--- config.mk ---
export PLATFORM = sky130hd
export DESIGN_NAME = chirp_timing_ctrl
export DESIGN_NICKNAME = d
export VERILOG_FILES = /design/src/rtl/chirp_tmr_pkg.sv /design/src/rtl/chirp_tmr_seq.sv /design/src/rtl/chirp_tmr_count.sv /design/src/rtl/chirp_tmr_drive.sv /design/src/rtl/chirp_timing_ctrl.sv
export SDC_FILE = /design/constraint.sdc
export NUM_CORES = 1
export LEC_CHECK = 0
export BUFFER_PORTS_ARGS = -buffer_cell sky130_fd_sc_hd__clkbuf_2
export CAP_MARGIN = 40
export CORE_MARGIN = 2
export CORE_UTILIZATION = 40
export CTS_CLUSTER_DIAMETER = 100
export CTS_CLUSTER_SIZE = 30
export DETAILED_ROUTE_END_ITERATION = 8
export PLACE_DENSITY = 0.62
export SETUP_SLACK_MARGIN = 0.05
export SLEW_MARGIN = 20
export SYNTH_ARGS = -nofsm -noshare
export SYNTH_HDL_FRONTEND = slang
export SYNTH_SLANG_ARGS = --single-unit
--- constraint.sdc ---
create_clock -name clk -period 1.85 [get_ports clk]
set_input_delay 0.2775 -clock clk [delete_from_list [all_inputs] [get_ports clk]]
set_output_delay 0.2775 -clock clk [all_outputs]
set_load 0.01 [all_outputs]
--- src/rtl/chirp_tmr_pkg.sv ---
package chirp_tmr_pkg;

   typedef enum logic {
      ST_IDLE  = 1'b0,
      ST_CHIRP = 1'b1
   } tmr_state_t;

   typedef enum logic [1:0] {
      WV_SHORT  = 2'd0,
      WV_MEDIUM = 2'd1,
      WV_LONG   = 2'd2,
      WV_RSVD   = 2'd3
   } wave_t;

   // Chirp length for a select code; the reserved code falls back to short.
   function automatic int unsigned wave_len(input logic [1:0] sel,
                                            input int unsigned len_s,
                                            input int unsigned len_m,
                                            input int unsigned len_l);
      case (sel)
         WV_MEDIUM: return len_m;
         WV_LONG:   return len_l;
         default:   return len_s;
      endcase
   endfunction

endpackage

--- src/rtl/chirp_tmr_seq.sv ---
module chirp_tmr_seq
   import chirp_tmr_pkg::*;
#(
   parameter int unsigned SHORT_LEN = 120,
   parameter int unsigned MED_LEN   = 600,
   parameter int unsigned LONG_LEN  = 3600,
   parameter int unsigned SMP_W     = 12
)(
   input  logic             clk,
   input  logic             rst_n,
   input  logic             mix_en,
   input  logic             req,
   input  logic [1:0]       sel,
   input  logic             frame,
   output logic             in_chirp,
   output logic             done,
   output logic [SMP_W-1:0] smp
);

   tmr_state_t       state;
   logic [SMP_W-1:0] last_idx;
   logic             at_last;

   assign in_chirp = (state == ST_CHIRP);
   assign at_last  = in_chirp && (smp == last_idx);
   assign done     = at_last && mix_en && !frame;

   always_ff @(posedge clk or negedge rst_n) begin
      if (!rst_n) begin
         state    <= ST_IDLE;
         smp      <= '0;
         last_idx <= '0;
      end else if (!mix_en || frame) begin
         state <= ST_IDLE;
         smp   <= '0;
      end else begin
         unique case (state)
            ST_IDLE: begin
               if (req) begin
                  state    <= ST_CHIRP;
                  smp      <= '0;
                  last_idx <= SMP_W'(wave_len(sel, SHORT_LEN, MED_LEN, LONG_LEN) - 1);
               end
            end
            ST_CHIRP: begin
               if (at_last) begin
                  state <= ST_IDLE;
                  smp   <= '0;
               end else begin
                  smp <= smp + 1'b1;
               end
            end
            default: state <= ST_IDLE;
         endcase
      end
   end

   // entry into a chirp must be caused by an accepted request
   a_r9_start_cause: assert property (@(posedge clk) disable iff (!rst_n)
      $rose(in_chirp) |-> $past(req && mix_en && !frame));
   // captured length does not move while the chirp runs
   a_r9_len_held: assert property (@(posedge clk) disable iff (!rst_n)
      (in_chirp && $past(in_chirp)) |-> $stable(last_idx));
   // sample index never passes the captured last index
   a_r1_in_bounds: assert property (@(posedge clk) disable iff (!rst_n)
      in_chirp |-> (smp <= last_idx));
   // mixer disable sends the sequencer to idle
   a_r5_mix_off_idle: assert property (@(posedge clk) disable iff (!rst_n)
      !mix_en |=> !in_chirp);
   // frame pulse ends the chirp
   a_r3_frame_ends: assert property (@(posedge clk) disable iff (!rst_n)
      frame |=> !in_chirp);
   // done never lasts two cycles
   a_r8_done_single: assert property (@(posedge clk) disable iff (!rst_n)
      done |=> !done);

endmodule

--- src/rtl/chirp_tmr_count.sv ---
module chirp_tmr_count #(
   parameter int unsigned CNT_W = 6
)(
   input  logic             clk,
   input  logic             rst_n,
   input  logic             frame,
   input  logic             done,
   output logic [CNT_W-1:0] cnt
);

   always_ff @(posedge clk or negedge rst_n) begin
      if (!rst_n)      cnt <= '0;
      else if (frame)  cnt <= '0;
      else if (done)   cnt <= cnt + 1'b1;
   end

   // frame pulse clears the counter
   a_r3_frame_clear: assert property (@(posedge clk) disable iff (!rst_n)
      frame |=> (cnt == '0));
   // one step per completed chirp, wrapping at the top
   a_r2_step: assert property (@(posedge clk) disable iff (!rst_n)
      (done && !frame) |=> (cnt == CNT_W'($past(cnt) + 1'b1)));
   // otherwise the counter holds
   a_r2_hold: assert property (@(posedge clk) disable iff (!rst_n)
      (!done && !frame) |=> $stable(cnt));

endmodule

--- src/rtl/chirp_tmr_drive.sv ---
module chirp_tmr_drive #(
   parameter int unsigned N_BF   = 4,
   parameter int unsigned DATA_W = 8,
   parameter int unsigned SMP_W  = 12
)(
   input  logic              clk,
   input  logic              rst_n,
   input  logic              mix_en,
   input  logic              in_chirp,
   input  logic [SMP_W-1:0]  smp,
   output logic              valid,
   output logic              rf_sw,
   output logic              tx_en,
   output logic              rx_en,
   output logic [DATA_W-1:0] data,
   output logic [N_BF-1:0]   tx_load,
   output logic [N_BF-1:0]   rx_load
);

   assign valid = in_chirp;
   assign rf_sw = in_chirp;
   assign tx_en = mix_en &&  in_chirp;
   assign rx_en = mix_en && !in_chirp;

   generate
      if (DATA_W <= SMP_W) begin : g_data_trunc
         assign data = in_chirp ? DATA_W'(smp) : '0;
      end else begin : g_data_ext
         assign data = in_chirp ? {{(DATA_W-SMP_W){1'b0}}, smp} : '0;
      end
   endgenerate

   generate
      for (genvar g = 0; g < N_BF; g++) begin : g_bf
         assign tx_load[g] = 1'b0;
         assign rx_load[g] = 1'b0;
      end
   endgenerate

   // the mixer enables are mutually exclusive
   a_r4_exclusive: assert property (@(posedge clk) disable iff (!rst_n)
      !(tx_en && rx_en));
   // with mixers disabled, neither side is enabled
   a_r5_both_off: assert property (@(posedge clk) disable iff (!rst_n)
      !mix_en |-> (!tx_en && !rx_en));

endmodule

--- src/rtl/chirp_timing_ctrl.sv ---
module chirp_timing_ctrl #(
   parameter int unsigned SHORT_LEN = 120,
   parameter int unsigned MED_LEN   = 600,
   parameter int unsigned LONG_LEN  = 3600,
   parameter int unsigned CNT_W     = 6,
   parameter int unsigned DATA_W    = 8,
   parameter int unsigned N_BF      = 4
)(
   input  logic              clk,
   input  logic              rst_n,
   input  logic              mix_en,
   input  logic              chirp_req,
   input  logic [1:0]        wave_sel,
   input  logic              frame_pulse,
   output logic              chirp_valid,
   output logic [DATA_W-1:0] sample_byte,
   output logic              rf_switch,
   output logic              tx_mix_en,
   output logic              rx_mix_en,
   output logic              chirp_done,
   output logic [CNT_W-1:0]  chirp_count,
   output logic [N_BF-1:0]   bf_tx_load,
   output logic [N_BF-1:0]   bf_rx_load
);

   localparam int unsigned SMP_W = $clog2(LONG_LEN);

   generate
      if (!(SHORT_LEN > 0 && SHORT_LEN <= MED_LEN && MED_LEN <= LONG_LEN && LONG_LEN > 1))
      begin : g_bad_len
         $error("chirp_timing_ctrl: lengths must satisfy 0 < short <= medium <= long, long > 1");
      end
      if (CNT_W < 1 || DATA_W < 1 || N_BF < 1) begin : g_bad_width
         $error("chirp_timing_ctrl: counter, data and load widths must be at least 1");
      end
   endgenerate

   logic             in_chirp;
   logic             done;
   logic [SMP_W-1:0] smp;

   chirp_tmr_seq #(
      .SHORT_LEN (SHORT_LEN),
      .MED_LEN   (MED_LEN),
      .LONG_LEN  (LONG_LEN),
      .SMP_W     (SMP_W)
   ) u_seq (
      .clk      (clk),
      .rst_n    (rst_n),
      .mix_en   (mix_en),
      .req      (chirp_req),
      .sel      (wave_sel),
      .frame    (frame_pulse),
      .in_chirp (in_chirp),
      .done     (done),
      .smp      (smp)
   );

   chirp_tmr_count #(
      .CNT_W (CNT_W)
   ) u_count (
      .clk   (clk),
      .rst_n (rst_n),
      .frame (frame_pulse),
      .done  (done),
      .cnt   (chirp_count)
   );

   chirp_tmr_drive #(
      .N_BF   (N_BF),
      .DATA_W (DATA_W),
      .SMP_W  (SMP_W)
   ) u_drive (
      .clk      (clk),
      .rst_n    (rst_n),
      .mix_en   (mix_en),
      .in_chirp (in_chirp),
      .smp      (smp),
      .valid    (chirp_valid),
      .rf_sw    (rf_switch),
      .tx_en    (tx_mix_en),
      .rx_en    (rx_mix_en),
      .data     (sample_byte),
      .tx_load  (bf_tx_load),
      .rx_load  (bf_rx_load)
   );

   assign chirp_done = done;

   // done only occurs inside a chirp, with the mixers enabled
   a_r8_done_in_chirp: assert property (@(posedge clk) disable iff (!rst_n)
      chirp_done |-> (chirp_valid && tx_mix_en));

endmodule

-- Yosys cells after proc, flatten, opt, wreduce, memory -nomap -nowiden
Index checks and enable logic that the tools add are counted.
- output and inout port bits: 27
- bits of input ports: 7
- logic and storage cells: 39
- register bits: 31
- bitwise logic cells: 2
- reductions and logical operators: 11
- $add $sub $neg: 3
- equality and inequality tests: 4
- muxes and demuxes: 15
- operator list (kind ; number):
    $mux 12 ; 6
    $pmux 12 s2 ; 2
    $add 12x1->12 const B ; 1
    $eq 12x12->1 ; 1
    $mux 6 ; 2
    $sub 12x1->12 const B ; 1
    $mux 8 ; 1
    $add 6x1->6 const B ; 1
    $logic_and 1x1->1 ; 5
    $logic_not 1->1 ; 3
    $mux 1 ; 3
    $ne 3x2->1 const B ; 1
    $reduce_and 3->1 ; 1
    $eq 2x1->1 const B ; 1
    $eq 2x2->1 const B ; 1
    $not 1->1 ; 2
    $pmux 1 s2 ; 1
    $reduce_bool 2->1 ; 1
    $logic_or 1x1->1 ; 1

-- Depth between registers and ports, before layout
Gate-level depths: netlist of run 1.
- word-level depth: 6
- depth in mapped cells: 6
- depth with buffers taken out: 6

-- Cells and area by module
Synthesis of run 1 repeated with hierarchy kept, for this count alone.
- cell total of the unflattened synthesis: 146
- area, all modules: 1395.1 sq um
- modules (own cells, without submodules) (module ; area each (sq um) ; cells each ; seq. area each (sq um) ; times used):
    chirp_tmr_seq ; 984.7 ; 101 ; 450.4 ; 1
    chirp_tmr_count ; 269.0 ; 24 ; 150.1 ; 1
    chirp_tmr_drive ; 141.4 ; 21 ; 0.0 ; 1

-- Least setup slack after synthesis of run 1
OpenSTA, ideal clock, no wires.
- path type: register to output
- start point: register u_seq.smp[2]
- end point: output port chirp_done
- buffers on the path: 0
- setup slack: 0.153 ns
- data required time: 1.572 ns
- cell stages (with the launch flop): 4
- arrival time: 1.420 ns
- path through: dfrtp_1 nor4_4 o2111ai_4 nor4_1
- longest elaborated chain between the ends: 4
- RTL lines (item ; RTL line ; source):
    from (decl) ; chirp_tmr_seq.sv:17 ; output logic [SMP_W-1:0] smp
    from (signal assigned) ; chirp_tmr_seq.sv:50 ; smp <= smp + 1'b1;
    $eq 12x12->1 ; chirp_tmr_seq.sv:25 ; assign at_last = in_chirp && (smp == last_idx);
    $logic_and 1x1->1 ; chirp_tmr_seq.sv:25 ;
    $logic_and 1x1->1 (2 in a row) ; chirp_tmr_seq.sv:26 ; assign done = at_last && mix_en && !frame;
    to (decl) ; chirp_timing_ctrl.sv:20 ; output logic chirp_done,
No other way between the ends.

-- Final worst setup path of run 1
- start point: register u_seq.smp[0]
- end point: output port chirp_done
Same word-level chain as after synthesis.

==> results.sh, run 1 <==
export IMPL_worst_r2r_path_depth=8
export IMPL_clkTransAtPathRegs_ns=0.08
export IMPL_post_route_cells_drive_above_1_share_pct=38.3
export IMPL_rsz0062_at_grt="yes"
export IMPL_outcome="finished with violations"
export IMPL_required_ns=1.57
export IMPL_netlist_cell_type_count=46
export IMPL_leakage_nw=0.903
export IMPL_violations="negative setup slack"
export IMPL_finalClockSkew_ns=0.00408
export IMPL_synth_seq_cells=24
export IMPL_yosys_most_used_dff="sky130_fd_sc_hd__dfrtp_1"
export IMPL_boundaryPins=34
export IMPL_detailedPlacementHpwl_mm=2.47
export IMPL_multi_input_comb_area_um2=897
export IMPL_gp_congestion=0.935
export IMPL_wl_per_cell_um=15.4
export IMPL_insertion_delay_ns=0.27
export IMPL_cts_root_buf="sky130_fd_sc_hd__clkbuf_8"
export IMPL_nets=208
export IMPL_grt_pass1_vias=1254
export IMPL_synth_top_family_by_area="simple AND/OR/NAND/NOR gates"
export IMPL_report_final_slew_viol_count=0
export IMPL_die_w_um=64.9
export IMPL_worst_slew_pin_transition_ns=0.614
export IMPL_worst_setup_path_end_kind="output pin"
export IMPL_grt_use_total_pct=17.8
export IMPL_drc_errors=0
export IMPL_cts_sinks=24
export IMPL_hold_fails_final_rpt=0
export IMPL_post_synth_cell_area_avg_um2=9.70
export IMPL_simple_logic_cell_fraction_of_the_synthesized_area_pct=27.7
export IMPL_max_clock_freq_mhz=527
export IMPL_max_stage_delay_ns=0.45
export IMPL_diodes=0
export IMPL_synth_edf_count=0
export IMPL_layout_area_seq_um2=603
export IMPL_synth_warning_count=0
export IMPL_worst_path_buf_inv=1
export IMPL_place_ws_ns=0.00958
export IMPL_placementRows=22
export IMPL_synth_compound_area_share_pct=14.5
export IMPL_worst_path_max_delay_cell="sky130_fd_sc_hd__dfrtp_2"
export IMPL_die_y_um=64.9
export IMPL_maximum_vdd_drop_uv=213
export IMPL_antenna_violations_before_repair=0
export IMPL_drt_initial_violations=68
export IMPL_timing_final_crit_share_pct=103
export IMPL_syn_instance_count=153
export IMPL_drt_pass_1_iters=4
export IMPL_timing_final_setup_violations=5
export IMPL_power_per_cell_area_nw_per_um2=541
export IMPL_tritoncts="built"
export IMPL_start_kind="flip-flop"
export IMPL_path_cells="nor4_4 -> o2111ai_4 -> nor4_2 -> buf_2"
export IMPL_seq_area_frac_synth_pct=40.5
export IMPL_totalWireLength_mm=3.75
export IMPL_p_total_w=0.00104
export IMPL_detailroute_via_count=1289
export IMPL_detail_route_vias_per_cell=5.28
export IMPL_ctsLongestPathBuffers=2
export IMPL_timing_critical_path_max_delay_family="simple AND/OR/NAND/NOR gates"
export IMPL_yosys_area_share_adder_pct=2.53
export IMPL_total_congestion_overflow=0
export IMPL_r2r_setup_slack_ns=-0.04
export IMPL_grt_max_degree=25
export IMPL_grt_pass1_wl_mm=5.89
export IMPL_cts_inserted_buffers=3
export IMPL_post_synthesis_instance_area_um2=1480
export IMPL_criticalPathCategory="flip-flop to output pin"
export IMPL_finalWorstPathRequiredPeriod_ns=1.90
export IMPL_core_area_um2=3610
export IMPL_die_area_um2=4210
export IMPL_worstHoldPathType="input pin to asynchronous set/reset pin"
export IMPL_layout_overhead_on_the_synthesized_area_pct=29.1
export IMPL_setup_slack_ns=-0.0469
export IMPL_r2r_start="u_seq.smp[0]$_DFFE_PN0P_"
export IMPL_nFillCells=321
export IMPL_synthXorXnorAreaFrac_pct=3.54
export IMPL_critPathArrivalTime_ns=1.62
export IMPL_synthArstFlopShare_pct=100
export IMPL_slew_headroom_pct=59.1
export IMPL_critical_path_peak_fanout=4
export IMPL_drv_max_cap_violation_count=0
export IMPL_regToRegEndpoint="u_seq.smp[9]$_DFFE_PN0P_"
export IMPL_timing_hold_ws_ns=0.00301
export IMPL_io_buffer_count=25
export IMPL_route_antenna_remaining_nets=0
export IMPL_initial_utilization_pct=41.2
export IMPL_mux_contribution_to_synthesized_area_pct=3.63
export IMPL_h_tree_depth=1
## Yosys cell counts (2+ instances only)
master,instances,area (um2)
sky130_fd_sc_hd__a21o_1,2,15.0
sky130_fd_sc_hd__a21oi_1,7,35.0
sky130_fd_sc_hd__a22o_1,3,26.3
sky130_fd_sc_hd__and2_1,8,50.1
sky130_fd_sc_hd__and3_1,4,25.0
sky130_fd_sc_hd__buf_4,9,67.6
sky130_fd_sc_hd__clkbuf_1,2,7.51
sky130_fd_sc_hd__dfrtp_1,24,601
sky130_fd_sc_hd__ha_1,3,37.5
sky130_fd_sc_hd__inv_1,6,22.5
sky130_fd_sc_hd__mux2_2,2,22.5
sky130_fd_sc_hd__mux2i_1,2,20.0
sky130_fd_sc_hd__nand2_1,7,26.3
sky130_fd_sc_hd__nand3_1,8,40.0
sky130_fd_sc_hd__nand4_1,3,18.8
sky130_fd_sc_hd__nor2_1,12,45.0
sky130_fd_sc_hd__nor2b_1,2,12.5
sky130_fd_sc_hd__nor3_1,2,10.0
sky130_fd_sc_hd__nor3_2,2,20.0
sky130_fd_sc_hd__nor3b_1,2,15.0
sky130_fd_sc_hd__nor4_1,3,18.8
sky130_fd_sc_hd__o21ai_1,8,40.0
sky130_fd_sc_hd__or2_1,2,12.5
sky130_fd_sc_hd__or3_1,4,25.0
sky130_fd_sc_hd__xnor2_1,4,35.0
sky130_fd_sc_hd__xor2_1,2,17.5
## power by group
part / switching (W) / total (W) / internal [W] / leakage [nW]
Sequential: 0.0000191 / 0.000563 / 0.000544 / 0.316
Clock: 0.000169 / 0.000315 / 0.000146 / 0.0216
Combinational: 0.0000992 / 0.000159 / 0.0000597 / 0.565
Total: 0.000287 / 0.00104 / 0.000750 / 0.903
## logic make-up (layout without fill, tap and decap cells)
family | count (synthesis) | count (layout)
adders and majority gates | 3 | 3
other | 1 | 8
AOI/OAI and AO/OA | 28 | 29
xor gates and xnor gates | 6 | 6
buffers and inverters | 18 | 53
and+or+nand+nor | 68 | 68
muxes | 5 | 5
DFF | 24 | 24
## final cells by class
class / count / area share, %
multi-input combinational: 119 / 46.8
inverter: 6 / 1.18
tap: 48 / 3.14
sequential: 24 / 31.5
timing repair buffer: 44 / 15.2
clock buffer: 3 / 2.16
## flip-flops by register name, summed over array words and instances, names as in the netlist
register and flops:
u_seq.in_chirp 1, u_seq.last_idx 5, u_count.cnt 6, u_seq.smp 12
## layer usage
layer  wire length, um  up-vias  track usage [%]
li1                  -      619                -
met1              1700      624             23.7
met2              1870       42             30.0
met3               147        4             2.60
met4                36        0             5.32
met5                 0        -                0
## cell usage in the layout, fill, tap and decap left out, types with 4 or more instances in the layout
cell type and n:
sky130_fd_sc_hd__nand3_1 7, sky130_fd_sc_hd__inv_1 6, sky130_fd_sc_hd__and2_1 8, sky130_fd_sc_hd__xnor2_1 4
sky130_fd_sc_hd__nor2_1 11, sky130_fd_sc_hd__or3_1 4, sky130_fd_sc_hd__conb_1 8, sky130_fd_sc_hd__o21ai_1 6
sky130_fd_sc_hd__a21oi_1 7, sky130_fd_sc_hd__and3_1 4, sky130_fd_sc_hd__nand2_1 7, sky130_fd_sc_hd__clkbuf_2 24
sky130_fd_sc_hd__dfrtp_1 22, sky130_fd_sc_hd__buf_4 15
## timing repair
action | CTS | global route
pin swaps | 4 | 17
setup buffers | 4 | 6
hold buffers | 0 | 0
setup endpoints to repair | 7 | 19
resized for setup | 5 | 19
cloned | 1 | 0
## through the flow
stage	TNS, ns	cell area, um2	utilization (%)	std cells
6_report	-0.133	1920	53.1	244
5_1_grt	-0.902	1920	53.1	244
4_1_cts	-0.209	1780	49.4	238
3_5_place_dp	0	1680	46.5	230
3_3_place_gp	0	1680	46.5	230
2_1_floorplan	0	1510	-	160
## worst max path at each step
| stage | from | to | slack, ns | depth (start not counted) |
|---|---|---|---|---|
| final | u_seq.smp[0]$_DFFE_PN0P_ | chirp_done | -0.05 | 4 |
| after global routing | u_seq.smp[0]$_DFFE_PN0P_ | chirp_done | -0.15 | 4 |
| after floorplan | u_seq.smp[2]$_DFFE_PN0P_ | chirp_done | 0.15 | 3 |
| after detailed placement | u_seq.smp[0]$_DFFE_PN0P_ | u_seq.smp[10]$_DFFE_PN0P_ | 0.01 | 5 |
| after CTS | u_seq.last_idx[2]$_DFFE_PN0P_ | chirp_done | -0.12 | 4 |
| after global placement | u_seq.smp[0]$_DFFE_PN0P_ | u_seq.smp[3]$_DFFE_PN0P_ | 0.08 | 5 |
## worst reg2reg max path: stages (launching register included)
cell	delay, ns
sky130_fd_sc_hd__dfrtp_2	0.45
sky130_fd_sc_hd__buf_4	0.15
sky130_fd_sc_hd__and4_4	0.18
sky130_fd_sc_hd__o2111ai_4	0.24
sky130_fd_sc_hd__buf_6	0.17
sky130_fd_sc_hd__buf_12	0.11
sky130_fd_sc_hd__o21ai_4	0.09
sky130_fd_sc_hd__or3_1	0.36
sky130_fd_sc_hd__o21ai_1	0.08
(Power assumes the default switching activity.)
==> run 2, diff against run 1 <==
--- a/config.mk
+++ b/config.mk
@@ -14,6 +14,7 @@
 export DETAILED_ROUTE_END_ITERATION = 8
 export PLACE_DENSITY = 0.62
 export SETUP_SLACK_MARGIN = 0.05
+export SKIP_CTS_REPAIR_TIMING = 1
 export SLEW_MARGIN = 20
 export SYNTH_ARGS = -nofsm -noshare
 export SYNTH_HDL_FRONTEND = slang
==> run 2 against run 1 <==
- global-route usage fell by 1.6 points
- critical path type is now flip-flop to flip-flop
- routed wire length is 6.8% lower
- final area down 4.1%
- critical endpoint is now u_seq.smp[10]$_DFFE_PN0P_
- the flow still finishes with violations (negative setup slack)
==> results.sh, run 2 (synthesis results as in run 1) <==
export IMPL_start_kind="flip-flop"
export IMPL_criticalPathCategory="flip-flop to flip-flop"
export IMPL_placementRows=22
export IMPL_layout_cells_most_common="sky130_fd_sc_hd__clkbuf_2"
export IMPL_leakage_nw=0.851
export IMPL_diodes=0
export IMPL_cts_root_buf="sky130_fd_sc_hd__clkbuf_8"
export IMPL_route_antenna_remaining_nets=0
export IMPL_ctsLongestPathBuffers=2
export IMPL_detailroute_via_count=1281
export IMPL_outcome="finished with violations"
export IMPL_initial_utilization_pct=41.2
export IMPL_timing_critical_path_max_delay_family="simple AND/OR/NAND/NOR gates"
export IMPL_grt_pass1_wl_mm=5.40
export IMPL_timing_final_crit_share_pct=105
export IMPL_max_clock_freq_mhz=516
export IMPL_drt_initial_violations=30
export IMPL_largest_registers_in_the_final_layout="u_seq.smp (12), u_count.cnt (6), u_seq.last_idx (5)"
export IMPL_antenna_violations_before_repair=0
export IMPL_worst_path_buf_inv=2
export IMPL_most_frequent_cells_in_the_layout="24 x sky130_fd_sc_hd__clkbuf_2, 22 x sky130_fd_sc_hd__dfrtp_1, 16 x sky130_fd_sc_hd__buf_4"
export IMPL_finalWorstPathRequiredPeriod_ns=1.94
export IMPL_detail_route_vias_per_cell=5.29
export IMPL_slew_headroom_pct=59.5
export IMPL_die_area_um2=4210
export IMPL_report_final_slew_viol_count=0
export IMPL_nets=206
export IMPL_maximum_vdd_drop_uv=286
export IMPL_post_route_cells_drive_above_1_share_pct=34.0
export IMPL_max_flop_register="u_seq.smp"
export IMPL_finalClockSkew_ns=0.00384
export IMPL_p_total_w=0.00103
export IMPL_worstHoldPathType="input pin to asynchronous set/reset pin"
export IMPL_violations="negative setup slack"
export IMPL_die_w_um=64.9
export IMPL_crit_top_cell="sky130_fd_sc_hd__buf_4"
export IMPL_largest_reg_flops=12
export IMPL_power_per_cell_area_nw_per_um2=559
export IMPL_core_area_um2=3610
export IMPL_required_ns=2.06
export IMPL_insertion_delay_ns=0.27
export IMPL_layout_overhead_on_the_synthesized_area_pct=23.8
export IMPL_critPathArrivalTime_ns=2.15
export IMPL_grt_use_total_pct=16.2
export IMPL_grt_pass1_vias=1217
export IMPL_cts_inserted_buffers=3
export IMPL_boundaryPins=34
export IMPL_rsz0062_at_grt="yes"
export IMPL_tritoncts="built"
export IMPL_die_y_um=64.9
export IMPL_setup_slack_ns=-0.0877
export IMPL_grt_max_degree=25
export IMPL_detailedPlacementHpwl_mm=2.47
export IMPL_wl_per_cell_um=14.4
export IMPL_totalWireLength_mm=3.50
export IMPL_hold_fails_final_rpt=0
export IMPL_h_tree_depth=1
export IMPL_worst_path_max_delay_cell="sky130_fd_sc_hd__or4_1"
export IMPL_total_congestion_overflow=0
export IMPL_gp_congestion=0.935
export IMPL_finalInstanceArea_um2=1840
export IMPL_clkTransAtPathRegs_ns=0.08
export IMPL_worst_slew_pin_transition_ns=0.607
export IMPL_io_buffer_count=25
export IMPL_placed_area_um2=1680
export IMPL_timing_hold_ws_ns=0.00213
export IMPL_critical_path_peak_fanout=5
export IMPL_drc_errors=0
export IMPL_drt_pass_1_iters=4
export IMPL_cts_sinks=24
export IMPL_max_stage_delay_ns=0.52
export IMPL_total_negative_slack_for_setup_checks_ns=-0.520
export IMPL_timing_final_setup_violations=11
export IMPL_place_ws_ns=0.00958
export IMPL_path_cells="buf_4 -> and4_4 -> o2111ai_4 -> buf_4 -> o21ai_4 -> or4_1 -> nand3_1"
export IMPL_drv_max_cap_violation_count=0
export IMPL_worst_setup_path_end_kind="flip-flop"
run 2: changes by cell type in the layout (fill, tap and decap cells not counted), sizes merged:
cell / before / now
buf: 20 / 19
o21ai: 11 / 10
run 2: through the flow:
| stage | utilization (%) | cells |
|---|---|---|
| floorplan | - | 160 |
| global placement | 46.5 | 230 |
| detailed placement | 46.5 | 230 |
| CTS | 47.6 | 233 |
| global route | 50.9 | 242 |
| finish | 50.9 | 242 |
run 2: routing by layer:
layer	vias up	track usage (%)	routed length, um
li1	616	-	-
met1	625	20.4	1610
met2	38	27.7	1700
met3	2	3.30	161
met4	0	5.59	23
met5	-	0	0
run 2: worst paths after layout:
path / from / end / slack [ns] / cells after the start
worst max-delay path: u_seq.last_idx[2]$_DFFE_PN0P_ / u_seq.smp[10]$_DFFE_PN0P_ / -0.09 / 7
worst min register to register: u_seq.last_idx[5]$_DFFE_PN0P_ / u_seq.last_idx[5]$_DFFE_PN0P_ / 0.56 / 1
worst min-delay path: rst_n / u_seq.last_idx[10]$_DFFE_PN0P_ / 0.002 / 1
max in group asynchronous: rst_n / u_seq.smp[1]$_DFFE_PN0P_ / 1.41 / 1
worst max register to register: u_seq.last_idx[2]$_DFFE_PN0P_ / u_seq.smp[10]$_DFFE_PN0P_ / -0.09 / 7
min in group clk: wave_sel[1] / u_seq.last_idx[9]$_DFFE_PN0P_ / 0.31 / 3
run 2: area by class of cell:
type	instances	area, um2
fill	332	1770
sequential	24	603
inverter	6	22.5
timing repair buffer	43	268
multi-input combinational	118	842
clock buffer	3	41.3
tap	48	60.1
run 2: where the power goes:
part	switching, W	total, W	internal, W
sequential	0.0000195	0.000564	0.000544
clock	0.000165	0.000311	0.000146
combinational	0.0000920	0.000153	0.0000606
run 2: worst register-to-register path: cells and delay by family (launching register included):
family / cells / cell delay (ns)
compound gates: 2 / 0.31
buf+inv: 2 / 0.33
flops: 1 / 0.42
simple gates: 3 / 0.81
==> run 3, diff against run 2 <==
==> constraint.sdc (replaced) <==
create_clock -name clk -period 1.89 [get_ports clk]
set_input_delay 0.2835 -clock clk [delete_from_list [all_inputs] [get_ports clk]]
set_output_delay 0.2835 -clock clk [all_outputs]
set_load 0.01 [all_outputs]
==> run 3 against run 2 <==
- the flow still finishes with violations (negative setup slack)
- final area fell by 4.4%
- hold slack gained 0.010 ns
- non-clock buffer count shrank 8
- largest power group unchanged
==> results.sh, run 3 (synthesis results as in run 1) <==
export IMPL_drv_max_cap_violation_count=0
export IMPL_drt_initial_violations=83
export IMPL_worst_setup_path_end_kind="output pin"
export IMPL_critPathArrivalTime_ns=1.75
export IMPL_h_tree_depth=1
export IMPL_detail_route_vias_per_cell=5.28
export IMPL_path_cells="nor4_4 -> o2111ai_4 -> nor4_2 -> buf_2"
export IMPL_report_final_slew_viol_count=0
export IMPL_layout_cells_most_common="sky130_fd_sc_hd__clkbuf_2"
export IMPL_seq_power_share_pct=53.5
export IMPL_die_y_um=64.9
export IMPL_criticalPathCategory="flip-flop to output pin"
export IMPL_cell_count_along_the_critical_path=4
export IMPL_worstHoldPathType="input pin to asynchronous set/reset pin"
export IMPL_critical_path_peak_fanout=3
export IMPL_cts_inserted_buffers=3
export IMPL_max_flop_register="u_seq.smp"
export IMPL_layout_core_utilization_pct=48.7
export IMPL_internal_power_w=0.000769
export IMPL_route_antenna_remaining_nets=0
export IMPL_setup_slack_ns=-0.148
export IMPL_largest_reg_flops=12
export IMPL_outcome="finished with violations"
export IMPL_leakage_nw=0.814
export IMPL_hold_fails_final_rpt=0
export IMPL_finalInstanceArea_um2=1760
export IMPL_placed_area_um2=1670
export IMPL_nFillCells=354
export IMPL_totalWireLength_mm=3.20
export IMPL_drc_errors=0
export IMPL_cts_root_buf="sky130_fd_sc_hd__clkbuf_8"
export IMPL_total_congestion_overflow=0
export IMPL_detailedPlacementHpwl_mm=2.44
export IMPL_start_kind="flip-flop"
export IMPL_grt_max_degree=25
export IMPL_timing_final_setup_violations=3
export IMPL_grt_pass1_wl_mm=5.21
export IMPL_ctsLongestPathBuffers=2
export IMPL_finalWorstPathRequiredPeriod_ns=2.04
export IMPL_worst_path_buf_inv=1
export IMPL_timing_critical_path_max_delay_family="simple AND/OR/NAND/NOR gates"
export IMPL_maximum_vdd_drop_uv=333
export IMPL_grt_pass1_vias=1113
export IMPL_cts_sinks=24
export IMPL_swShare_pct=25.4
export IMPL_worst_slew_pin_transition_ns=0.609
export IMPL_multi_input_comb_area_um2=815
export IMPL_most_frequent_cells_in_the_layout="24 x sky130_fd_sc_hd__clkbuf_2, 21 x sky130_fd_sc_hd__dfrtp_1, 12 x sky130_fd_sc_hd__nor2_1"
export IMPL_violations="negative setup slack"
export IMPL_clkTransAtPathRegs_ns=0.08
export IMPL_tritoncts="built"
export IMPL_insertion_delay_ns=0.27
export IMPL_max_clock_freq_mhz=491
export IMPL_layout_area_seq_um2=604
export IMPL_wl_per_cell_um=13.6
export IMPL_grt_use_total_pct=15.9
export IMPL_worst_r2r_path_depth=6
export IMPL_diodes=0
export IMPL_gp_congestion=0.859
export IMPL_nets=198
export IMPL_initial_utilization_pct=41.2
export IMPL_core_area_um2=3610
export IMPL_largest_registers_in_the_final_layout="u_seq.smp (12), u_count.cnt (6), u_seq.last_idx (5)"
export IMPL_io_buffer_count=25
export IMPL_placementRows=22
export IMPL_power_combinational_fraction_pct=12.9
export IMPL_clock_share_of_power_pct=33.6
export IMPL_drt_pass_1_iters=4
export IMPL_finalClockSkew_ns=0.00226
export IMPL_required_ns=1.61
export IMPL_power_per_cell_area_nw_per_um2=587
export IMPL_layout_overhead_on_the_synthesized_area_pct=18.4
export IMPL_post_route_cells_drive_above_1_share_pct=30.5
export IMPL_worst_path_max_delay_cell="sky130_fd_sc_hd__dfrtp_2"
export IMPL_antenna_violations_before_repair=0
export IMPL_switchingPower_w=0.000262
export IMPL_die_area_um2=4210
export IMPL_boundaryPins=34
export IMPL_max_stage_delay_ns=0.45
export IMPL_p_total_w=0.00103
export IMPL_timing_final_crit_share_pct=108
export IMPL_die_w_um=64.9
export IMPL_rsz0062_at_grt="yes"
export IMPL_slew_headroom_pct=59.4
export IMPL_detailroute_via_count=1241
[run 3: path summary, 6_finish.rpt]
check	slack (ns)	end	start
max reg2reg	-0.01	u_seq.smp[5]$_DFFE_PN0P_	u_seq.smp[2]$_DFFE_PN0P_
min reg2reg	0.56	u_seq.smp[8]$_DFFE_PN0P_	u_seq.smp[8]$_DFFE_PN0P_
min	0.01	u_seq.smp[8]$_DFFE_PN0P_	rst_n
max in group asynchronous	1.45	u_seq.smp[0]$_DFFE_PN0P_	rst_n
max	-0.15	chirp_done	u_seq.smp[2]$_DFFE_PN0P_
min in group clk	0.32	u_seq.last_idx[9]$_DFFE_PN0P_	wave_sel[1]
[run 3: final cells by class]
cell class              instances  area share, %
well taps                      48           3.42
multi-input cells             118           46.4
clock buffers                   4           3.13
flip-flops and latches         24           34.4
repair buffers                 35           11.4
inverters                       6           1.28
[run 3: metrics by stage]
| stage | cells | TNS, ns | setup WS, ns | hold WS, ns |
|---|---|---|---|---|
| global placement | 229 | 0 | 0.126 | 0.324 |
| floorplan | 160 | 0 | 0.187 | -0.0121 |
| detailed placement | 229 | 0 | 0.0592 | 0.326 |
| CTS | 233 | -0.233 | -0.233 | 0.0361 |
| finish | 235 | -0.162 | -0.148 | 0.0122 |
| global route | 235 | -0.710 | -0.218 | 0.0604 |
[run 3: per-layer routing]
| layer | GRT usage, % | vias up | share of wire [%] |
|---|---|---|---|
| met4 | 3.46 | 0 | 1.3 |
| li1 | - | 599 | - |
| met3 | 2.26 | 9 | 4.0 |
| met1 | 21.4 | 596 | 47 |
| met5 | 0 | - | 0 |
| met2 | 27.2 | 37 | 48 |
[run 3: power by group through the flow]
stage          sequential [W]  combinational [W]  clock [W]
2_1_floorplan        0.000557           0.000103          0
3_3_place_gp         0.000559           0.000127          0
3_5_place_dp         0.000561           0.000130          0
4_1_cts              0.000551           0.000130   0.000357
5_1_grt              0.000554           0.000151   0.000378
6_report             0.000552           0.000133   0.000347
